===== src/rtl/lhm_pkg.sv =====
package lhm_pkg;
  typedef enum logic [3:0] {
    ST_IDLE,
    ST_SAMPLE,
    ST_RWAIT,
    ST_RD_RX,
    ST_RD_OV1,
    ST_WR_OV1,
    ST_HOLD,
    ST_RD_OV2,
    ST_WR_OV2
  } lhm_state_e;
endpackage


===== src/rtl/lhm_timer.sv =====
module lhm_timer #(
  parameter int unsigned W = 8
) (
  input  logic         clk_i,
  input  logic         rst_ni,
  input  logic         load_i,
  input  logic [W-1:0] val_i,
  output logic         expired_o
);
  logic [W-1:0] cnt_q;

  always_ff @(posedge clk_i or negedge rst_ni) begin
    if (!rst_ni)               cnt_q <= '0;
    else if (load_i)           cnt_q <= val_i;
    else if (cnt_q != '0)      cnt_q <= cnt_q - 1'b1;
  end

  assign expired_o = (cnt_q == '0);
endmodule


===== src/rtl/lhm_ovrd_patch.sv =====
module lhm_ovrd_patch #(
  parameter int unsigned       DW   = 16,
  parameter logic [DW-1:0]     MASK = '0
) (
  input  logic [DW-1:0] word_i,
  input  logic          set_i,
  output logic [DW-1:0] word_o
);
  for (genvar b = 0; b < DW; b++) begin : g_bit
    if (MASK[b]) begin : g_force
      assign word_o[b] = set_i;
    end else begin : g_pass
      assign word_o[b] = word_i[b];
    end
  end
endmodule


===== src/rtl/lhm_link_monitor.sv =====
module lhm_link_monitor
  import lhm_pkg::*;
#(
  parameter int unsigned        DBG_W        = 32,
  parameter int unsigned        PHY_AW       = 16,
  parameter int unsigned        PHY_DW       = 16,
  parameter int unsigned        UP_BIT       = 4,
  parameter int unsigned        TRAIN_BIT    = 29,
  parameter int unsigned        STATE_W      = 6,
  parameter logic [STATE_W-1:0] RCVR_LOCK    = 6'h0D,
  parameter logic [PHY_AW-1:0]  RX_STAT_ADDR = 16'h100D,
  parameter logic [PHY_AW-1:0]  OVRD_ADDR    = 16'h1005,
  parameter logic [PHY_DW-1:0]  OVRD_MASK    = 16'h0028,
  parameter int unsigned        RX_VALID_BIT = 0,
  parameter int unsigned        RETRIES      = 5,
  parameter int unsigned        RETRY_WAIT   = 250000,
  parameter int unsigned        HOLD_CYC     = 500000
) (
  input  logic              clk_i,
  input  logic              rst_ni,
  input  logic              check_req_i,
  input  logic [DBG_W-1:0]  dbg0_i,
  input  logic [DBG_W-1:0]  dbg1_i,
  output logic              acc_req_o,
  output logic              acc_we_o,
  output logic [PHY_AW-1:0] acc_addr_o,
  output logic [PHY_DW-1:0] acc_wdata_o,
  input  logic [PHY_DW-1:0] acc_rdata_i,
  input  logic              acc_done_i,
  input  logic              acc_err_i,
  output logic              result_valid_o,
  output logic              link_up_o,
  output logic              recov_busy_o
);
  localparam int unsigned TMR_MAX = (RETRY_WAIT > HOLD_CYC) ? RETRY_WAIT : HOLD_CYC;
  localparam int unsigned TMR_W   = $clog2(TMR_MAX + 1);
  localparam int unsigned RTY_W   = $clog2(RETRIES + 1);
  localparam logic [TMR_W-1:0] RWAIT_LD = TMR_W'(RETRY_WAIT - 1);
  localparam logic [TMR_W-1:0] HOLD_LD  = TMR_W'(HOLD_CYC - 1);
  localparam logic [RTY_W-1:0] RTY_LIM  = RTY_W'(RETRIES);

  lhm_state_e        state_q, state_d;
  logic [RTY_W-1:0]  rty_q, rty_d;
  logic [PHY_DW-1:0] ovrd_q, ovrd_d;
  logic              res_vld_q, res_vld_d;
  logic              up_q, up_d;
  logic              tmr_load, tmr_exp;
  logic [TMR_W-1:0]  tmr_val;
  logic              lnk_up, lnk_train, rx_valid, stuck_state;
  logic [PHY_DW-1:0] ovrd_set, ovrd_clr;

  assign lnk_up      = dbg1_i[UP_BIT];
  assign lnk_train   = dbg1_i[TRAIN_BIT];
  assign rx_valid    = acc_rdata_i[RX_VALID_BIT];
  assign stuck_state = (dbg0_i[STATE_W-1:0] == RCVR_LOCK);

  lhm_timer #(.W(TMR_W)) u_timer (
    .clk_i    (clk_i),
    .rst_ni   (rst_ni),
    .load_i   (tmr_load),
    .val_i    (tmr_val),
    .expired_o(tmr_exp)
  );

  lhm_ovrd_patch #(.DW(PHY_DW), .MASK(OVRD_MASK)) u_set (
    .word_i(ovrd_q), .set_i(1'b1), .word_o(ovrd_set)
  );

  lhm_ovrd_patch #(.DW(PHY_DW), .MASK(OVRD_MASK)) u_clr (
    .word_i(ovrd_q), .set_i(1'b0), .word_o(ovrd_clr)
  );

  always_comb begin
    state_d   = state_q;
    rty_d     = rty_q;
    ovrd_d    = ovrd_q;
    res_vld_d = 1'b0;
    up_d      = up_q;
    tmr_load  = 1'b0;
    tmr_val   = RWAIT_LD;
    unique case (state_q)
      ST_IDLE: if (check_req_i) begin
        state_d = ST_SAMPLE;
        rty_d   = '0;
      end
      ST_SAMPLE: begin
        if (lnk_up && !lnk_train) begin
          state_d = ST_IDLE; res_vld_d = 1'b1; up_d = 1'b1;
        end else if (lnk_up && rty_q != RTY_LIM) begin
          rty_d    = rty_q + 1'b1;
          state_d  = ST_RWAIT;
          tmr_load = 1'b1;
        end else begin
          state_d = ST_RD_RX;
        end
      end
      ST_RWAIT: if (tmr_exp) state_d = ST_SAMPLE;
      ST_RD_RX: if (acc_done_i) begin
        if (acc_err_i || rx_valid || !stuck_state) begin
          state_d = ST_IDLE; res_vld_d = 1'b1; up_d = 1'b0;
        end else begin
          state_d = ST_RD_OV1;
        end
      end
      ST_RD_OV1, ST_RD_OV2: if (acc_done_i) begin
        if (acc_err_i) begin
          state_d = ST_IDLE; res_vld_d = 1'b1; up_d = 1'b0;
        end else begin
          ovrd_d  = acc_rdata_i;
          state_d = (state_q == ST_RD_OV1) ? ST_WR_OV1 : ST_WR_OV2;
        end
      end
      ST_WR_OV1: if (acc_done_i) begin
        if (acc_err_i) begin
          state_d = ST_IDLE; res_vld_d = 1'b1; up_d = 1'b0;
        end else begin
          state_d  = ST_HOLD;
          tmr_load = 1'b1;
          tmr_val  = HOLD_LD;
        end
      end
      ST_HOLD: if (tmr_exp) state_d = ST_RD_OV2;
      ST_WR_OV2: if (acc_done_i) begin
        state_d = ST_IDLE; res_vld_d = 1'b1; up_d = 1'b0;
      end
      default: state_d = ST_IDLE;
    endcase
  end

  always_ff @(posedge clk_i or negedge rst_ni) begin
    if (!rst_ni) begin
      state_q   <= ST_IDLE;
      rty_q     <= '0;
      ovrd_q    <= '0;
      res_vld_q <= 1'b0;
      up_q      <= 1'b0;
    end else begin
      state_q   <= state_d;
      rty_q     <= rty_d;
      ovrd_q    <= ovrd_d;
      res_vld_q <= res_vld_d;
      up_q      <= up_d;
    end
  end

  assign acc_req_o    = state_q inside {ST_RD_RX, ST_RD_OV1, ST_WR_OV1, ST_RD_OV2, ST_WR_OV2};
  assign acc_we_o     = state_q inside {ST_WR_OV1, ST_WR_OV2};
  assign acc_addr_o   = (state_q == ST_RD_RX) ? RX_STAT_ADDR : OVRD_ADDR;
  assign acc_wdata_o  = (state_q == ST_WR_OV1) ? ovrd_set : ovrd_clr;
  assign recov_busy_o = state_q inside {ST_RD_OV1, ST_WR_OV1, ST_HOLD, ST_RD_OV2, ST_WR_OV2};
  assign result_valid_o = res_vld_q;
  assign link_up_o      = up_q;
endmodule


===== config.mk =====
export PLATFORM = sky130hd
export DESIGN_NAME = lhm_link_monitor
export DESIGN_NICKNAME = d
export VERILOG_FILES = /design/src/rtl/lhm_pkg.sv /design/src/rtl/lhm_timer.sv /design/src/rtl/lhm_ovrd_patch.sv /design/src/rtl/lhm_link_monitor.sv
export SDC_FILE = /design/constraint.sdc
export NUM_CORES = 1
export LEC_CHECK = 0
export BUFFER_PORTS_ARGS = -buffer_cell sky130_fd_sc_hd__buf_2
export CORE_MARGIN = 5
export CORE_UTILIZATION = 50
export DETAILED_ROUTE_END_ITERATION = 8
export PLACE_DENSITY_LB_ADDON = 0.25
export SYNTH_ARGS = -nofsm -noshare
export SYNTH_HDL_FRONTEND = slang
export SYNTH_SLANG_ARGS = --single-unit

===== constraint.sdc =====
create_clock -name clk_i -period 4.5 [get_ports clk_i]
set_input_delay 0.45 -clock clk_i [delete_from_list [all_inputs] [get_ports clk_i]]
set_output_delay 0.45 -clock clk_i [all_outputs]
set_load 0.01 [all_outputs]

== Word-level counts from Yosys, hierarchy flattened ==
Cells that the tools add are included.
Storage, ports and cells
  bits in latches: 0
  bits in writable memories: 0
  output and inout port bits: 37
  memories: 0
  logic and storage cells: 97
  bits of input ports: 85
  ROM bits: 0
  register bits after elaboration: 44
Operators by class
  equal/unequal tests: 23
  multiplexer cells: 44
  reductions and logical operators: 21
  divide/modulo/power cells: 0
  shift-type cells: 0
  multipliers: 0
  order comparisons: 0
  bitwise operators: 1
  $add $sub $neg: 2
Operator list (count)
  two-way mux 19 bit: 5
  two-way mux 4 bit: 10
  one-hot mux 4 bit (8 select lines): 1
  inequality test 2 bit (second input constant): 11
  zero test 19 bit: 1
  nonzero test 19 bit: 1
  subtractor 19 x 1 -> 19 bit (second input constant): 1
  two-way mux 1 bit: 17
  == test 4 x 3 -> 1 bit (second input constant): 4
  two-way mux 3 bit: 5
  AND reduction 7 bit: 2
  nonzero test 5 bit: 2
  == test 4 x 2 -> 1 bit (second input constant): 2
  one-hot mux 1 bit (4 select lines): 2
  == test 6 x 4 -> 1 bit (second input constant): 1
  two-way mux 6 bit: 1
  one-hot mux 3 bit (2 select lines): 1
  nonzero test 2 bit: 3
  == test 4 x 1 -> 1 bit (second input constant): 1
  == test 4 bit (second input constant): 1
  zero test 4 bit: 1
  inequality test 2 x 1 -> 1 bit (second input constant): 2
  AND reduction 4 bit: 1
  nonzero test 4 bit: 1
  11 further kinds: 14

== Logic depth before layout (Yosys ltp) ==
  depth after elaboration: 6
  mapped depth: 7
  depth with buffers taken out: 6

== Modules after synthesis ==
A second synthesis with hierarchy kept.
Second synthesis, totals
  cell total of the unflattened synthesis: 291
  area, all modules: 2996.6 sq um
By module, submodules not included
  lhm_link_monitor: area an instance 1696.6 sq um, cells each 149, sequential area each 625.6 sq um, times used 1
  lhm_timer: area an instance 1059.8 sq um, cells each 110, sequential area each 475.5 sq um, times used 1
  lhm_ovrd_patch: area an instance 120.1 sq um, cells each 16, sequential area each 0.0 sq um, times used 2

== Worst setup path after synthesis ==
Ideal clock, no wire load.
  path kind: register -> output
  start point: reg state_q[0]
  end point: out acc_we_o
  arrival: 1.470 ns
  required time: 4.050 ns
  path buffers: 1
  cell stages (with the launch flop): 5
  setup slack: 2.580 ns
  path through: dfrtp_1 clkbuf_1 or3b_2 or2_2 o21ai_0
On the way
  word-level cells in the longest chain between the ends: 2
  elaborated cells between the ends (all ways): 3
  those cells by class: 2 x eq/ne; 1 x reduce/logical
Ends and longest elaborated chain
  start: declaration: RTL line lhm_link_monitor.sv:42  | lhm_state_e state_q, state_d;
  start signal: assignment: RTL line lhm_link_monitor.sv:138  | state_q <= state_d;
  == test 4 x 3 -> 1 bit / == test 4 bit (equally long branches): RTL line lhm_link_monitor.sv:147  | assign acc_we_o = state_q inside {ST_WR_OV1, ST_WR_OV2};
  nonzero test 2 bit *: RTL line lhm_link_monitor.sv:147
  end: declaration: RTL line lhm_link_monitor.sv:25  | output logic acc_we_o,
Mark *: on every way between the ends. The rest lies on a longest branch, timed or not.

== Worst setup path after layout ==
  start point: reg state_q[3]
  end point: out acc_we_o
The elaborated chain is that of the path after synthesis.

==> results.tsv <==
metric	value	unit
cts_setup_buffers	0	
hold_viol_final	0	
nNetsFinal	384	
grt_pass1_vias	2016	
cp_max_fo	15	
die_x	80.4	um
clk_latency	300	ps
syn_area	2480	um2
ios	122	
synth.area.mux_share	9.23	%
multi_input_comb_area	1290	um2
synthAdderAreaFrac	1.51	%
clockPowerShare	25.4	%
seqCellArea	1050	um2
vias_per_cell	5.60	
grt_pass1_wl	9110	um
final-setup-viol-count	0	
cts_hold_buf	0	
slew_headroom	38.6	%
fin_skew	7.29	ps
crit_type	register to output port	
synthSimpleGateAreaFrac	23.2	%
ys_top_cells_by_area	dfrtp_1 (42%), mux2_2 (6.8%), buf_4 (4.8%)	
synthArstFlopShare	100	%
antennaDiodeCount	0	
syn_avg_cell_area	9.73	um2
antenna_found_initial	0	
irDropWorstVdd	0.269	mV
rsz0062_at_grt	no	
grt_usage	17.7	%
start_util	52.2	%
core_area	4750	um2
startpoint_type	register	
drc	0	
synth_area_leader_cell	dfrtp_1	
synth-compound-area-share	13.6	%
ys_seq_area_share	42.4	%
cts.sink_count	42	
area_delta_synth_final	14.0	%
p_comb_share	31.5	%
rows	25	
drive_gt1_share	29.0	%
cp.required	4050	ps
root_buffer	clkbuf_8	
grt_overflow	0	
finalCritPeriodShare	52.6	%
cp-end-kind	output port	
slew_viol_final	0	
dr.pass1.iters	4	
max_cap_viol_count	0	
gp_congestion	0.808	
total_leakage_power	0.00131	uW
cts_resized	0	
switchingPower	517	uW
wl	5340	um
fin_setup_tns	0	ps
numCtsBuffers	5	
synth_xor_area_share	2.12	%
port_buffers	48	
yosysTopAreaCellShare	42.4	%
dp_hpwl	3930	um
drtAntennaViolNets	0	
sw_frac_of_total	36.1	%
synthCells	255	
die_h	80.4	um
critPathArrivalTime	1920	ps
clkTransAtPathRegs	90	ps
wl_per_cell	14.7	um
synth.distinct_cells	57	
vias	2038	
ys_ff_latch	42	
cts.path.max_buffers	2	
fmaxAchievable	423	MHz
synthFlopType	dfrtp_1	
final.min_clock_period	2370	ps
p_per_area	507	nW/um2
cts_tree	yes	
p_int	916	uW
p_total	1430	uW
synth_top_family_by_area	simple AND/OR/NAND/NOR gates	
yosysWarningCount	0	
min_path_type	input pin to asynchronous set/reset pin	
grt_max_degree	43	
seqPwrFrac	43.1	%
nFillCells	422	
worst_slew_pin_slew	921	ps
drt_iter0_drc	179	
htreeDepth	2	
synth-edff-count	0	
outcome	complete, no violations	
dieArea	6470	um2
critical path, stage by stage, from the launching register on:
cell and delay [ps]:
dfrtp_1 600, or3b_2 510, or2_2 290, o21ai_0 70, buf_2 150
cell type report:
type | count | share of cell area, %
Clock buffer | 5 | 2.43
Clock inverter | 3 | 2.43
Inverter | 7 | 0.929
Timing Repair Buffer | 48 | 8.50
Multi-Input combinational cell | 192 | 45.6
Tap cell | 67 | 2.96
Sequential cell | 42 | 37.2
state kept, by name, summed over array words and instances (netlist names):
name / cells
u_timer.cnt_q: 19
rty_q: 3
ovrd_q: 14
state_q: 4
link_up_o: 1
result_valid_o: 1
per-stage QoR:
stage	util, %	setup WS [ps]	area (um2)	hold slack (ps)	instances
finish	59.5	2130	2830	281	364
global route	59.5	1960	2830	367	364
CTS	59.5	2120	2830	313	364
detailed placement	56.6	2300	2690	487	356
global placement	56.6	2320	2690	482	356
floorplan	-	2580	2530	154	268
cells in the mapped netlist (3+ instances only):
| cell | number |
|---|---|
| clkbuf_1 | 10 |
| or4_1 | 3 |
| nor4_1 | 4 |
| mux2i_1 | 6 |
| or3_1 | 6 |
| buf_4 | 16 |
| a21oi_1 | 8 |
| nor2b_1 | 4 |
| dfrtp_1 | 42 |
| mux2_2 | 15 |
| ha_1 | 3 |
| nand2_1 | 14 |
| inv_1 | 7 |
| or2_2 | 5 |
| nor2_1 | 12 |
| nand4_1 | 4 |
| xnor2_1 | 3 |
| o21ai_0 | 16 |
| o21ai_1 | 3 |
| o41ai_1 | 3 |
| nand3_1 | 7 |
| o211ai_1 | 3 |
| nand2b_1 | 7 |
| nor3_1 | 11 |
| nor4b_1 | 3 |
| xor2_1 | 3 |
| and3_1 | 3 |
worst paths after layout:
kind	start	endpoint	slack (ps)	depth (start not counted)
worst min-delay path	rst_ni	u_timer.cnt_q[2]$_DFFE_PN0P_	280	1
max in group asynchronous	rst_ni	state_q[2]$_DFFE_PN0P_	3650	1
worst max register to register	state_q[1]$_DFFE_PN0P_	u_timer.cnt_q[8]$_DFFE_PN0P_	2260	4
min in group clk_i	acc_rdata_i[8]	ovrd_q[8]$_DFFE_PN0P_	380	2
worst max-delay path	state_q[3]$_DFFE_PN0P_	acc_we_o	2130	4
worst min register to register	ovrd_q[1]$_DFFE_PN0P_	ovrd_q[1]$_DFFE_PN0P_	510	1
layout by cell type (no fill, tap or decap), types with 2 or more instances in the layout:
master	n
xnor2_1	3
nor4b_1	3
nand2_1	14
and4_1	2
nor4_1	4
nor2_1	12
conb_1	15
and3_1	3
inv_1	7
nor2b_1	4
clkbuf_8	5
or3_1	6
buf_2	48
a21oi_1	8
o31ai_1	2
or2_2	5
nand4_1	4
o41ai_1	3
dfrtp_1	42
nor3_1	11
xor2_1	3
nand3_1	7
o21ai_0	16
mux2_2	15
o21ai_1	3
nor4_2	2
o211ai_1	3
mux2i_1	6
bufinv_16	2
or4_1	3
ha_1	3
nand2b_1	7
routing by layer:
metal	up-vias	part of all wire (%)	global-route usage, %	wire length, um
met2	66	47	29.3	2530
met3	5	7.9	5.94	421
met5	-	0	0	0
met1	976	44	22.3	2340
li1	991	-	-	-
met4	0	0.86	4.05	46
cells by family (layout without fill, tap and decap cells):
family | after synthesis | count (layout)
AOI/OAI and AO/OA | 51 | 51
xor gates and xnor gates | 6 | 6
adders and majority gates | 3 | 3
buffers and inverters | 34 | 63
DFF | 42 | 42
muxes | 21 | 21
other | 2 | 15
and+or+nand+nor | 96 | 96
power by group through the flow:
stage | registers (uW) | logic (uW) | clock network [uW]
6_report | 618 | 451 | 364
3_3_place_gp | 618 | 444 | 0
2_1_floorplan | 579 | 377 | 0
5_1_grt | 637 | 512 | 385
4_1_cts | 617 | 456 | 371
3_5_place_dp | 623 | 454 | 0
(Power assumes the default switching activity.)
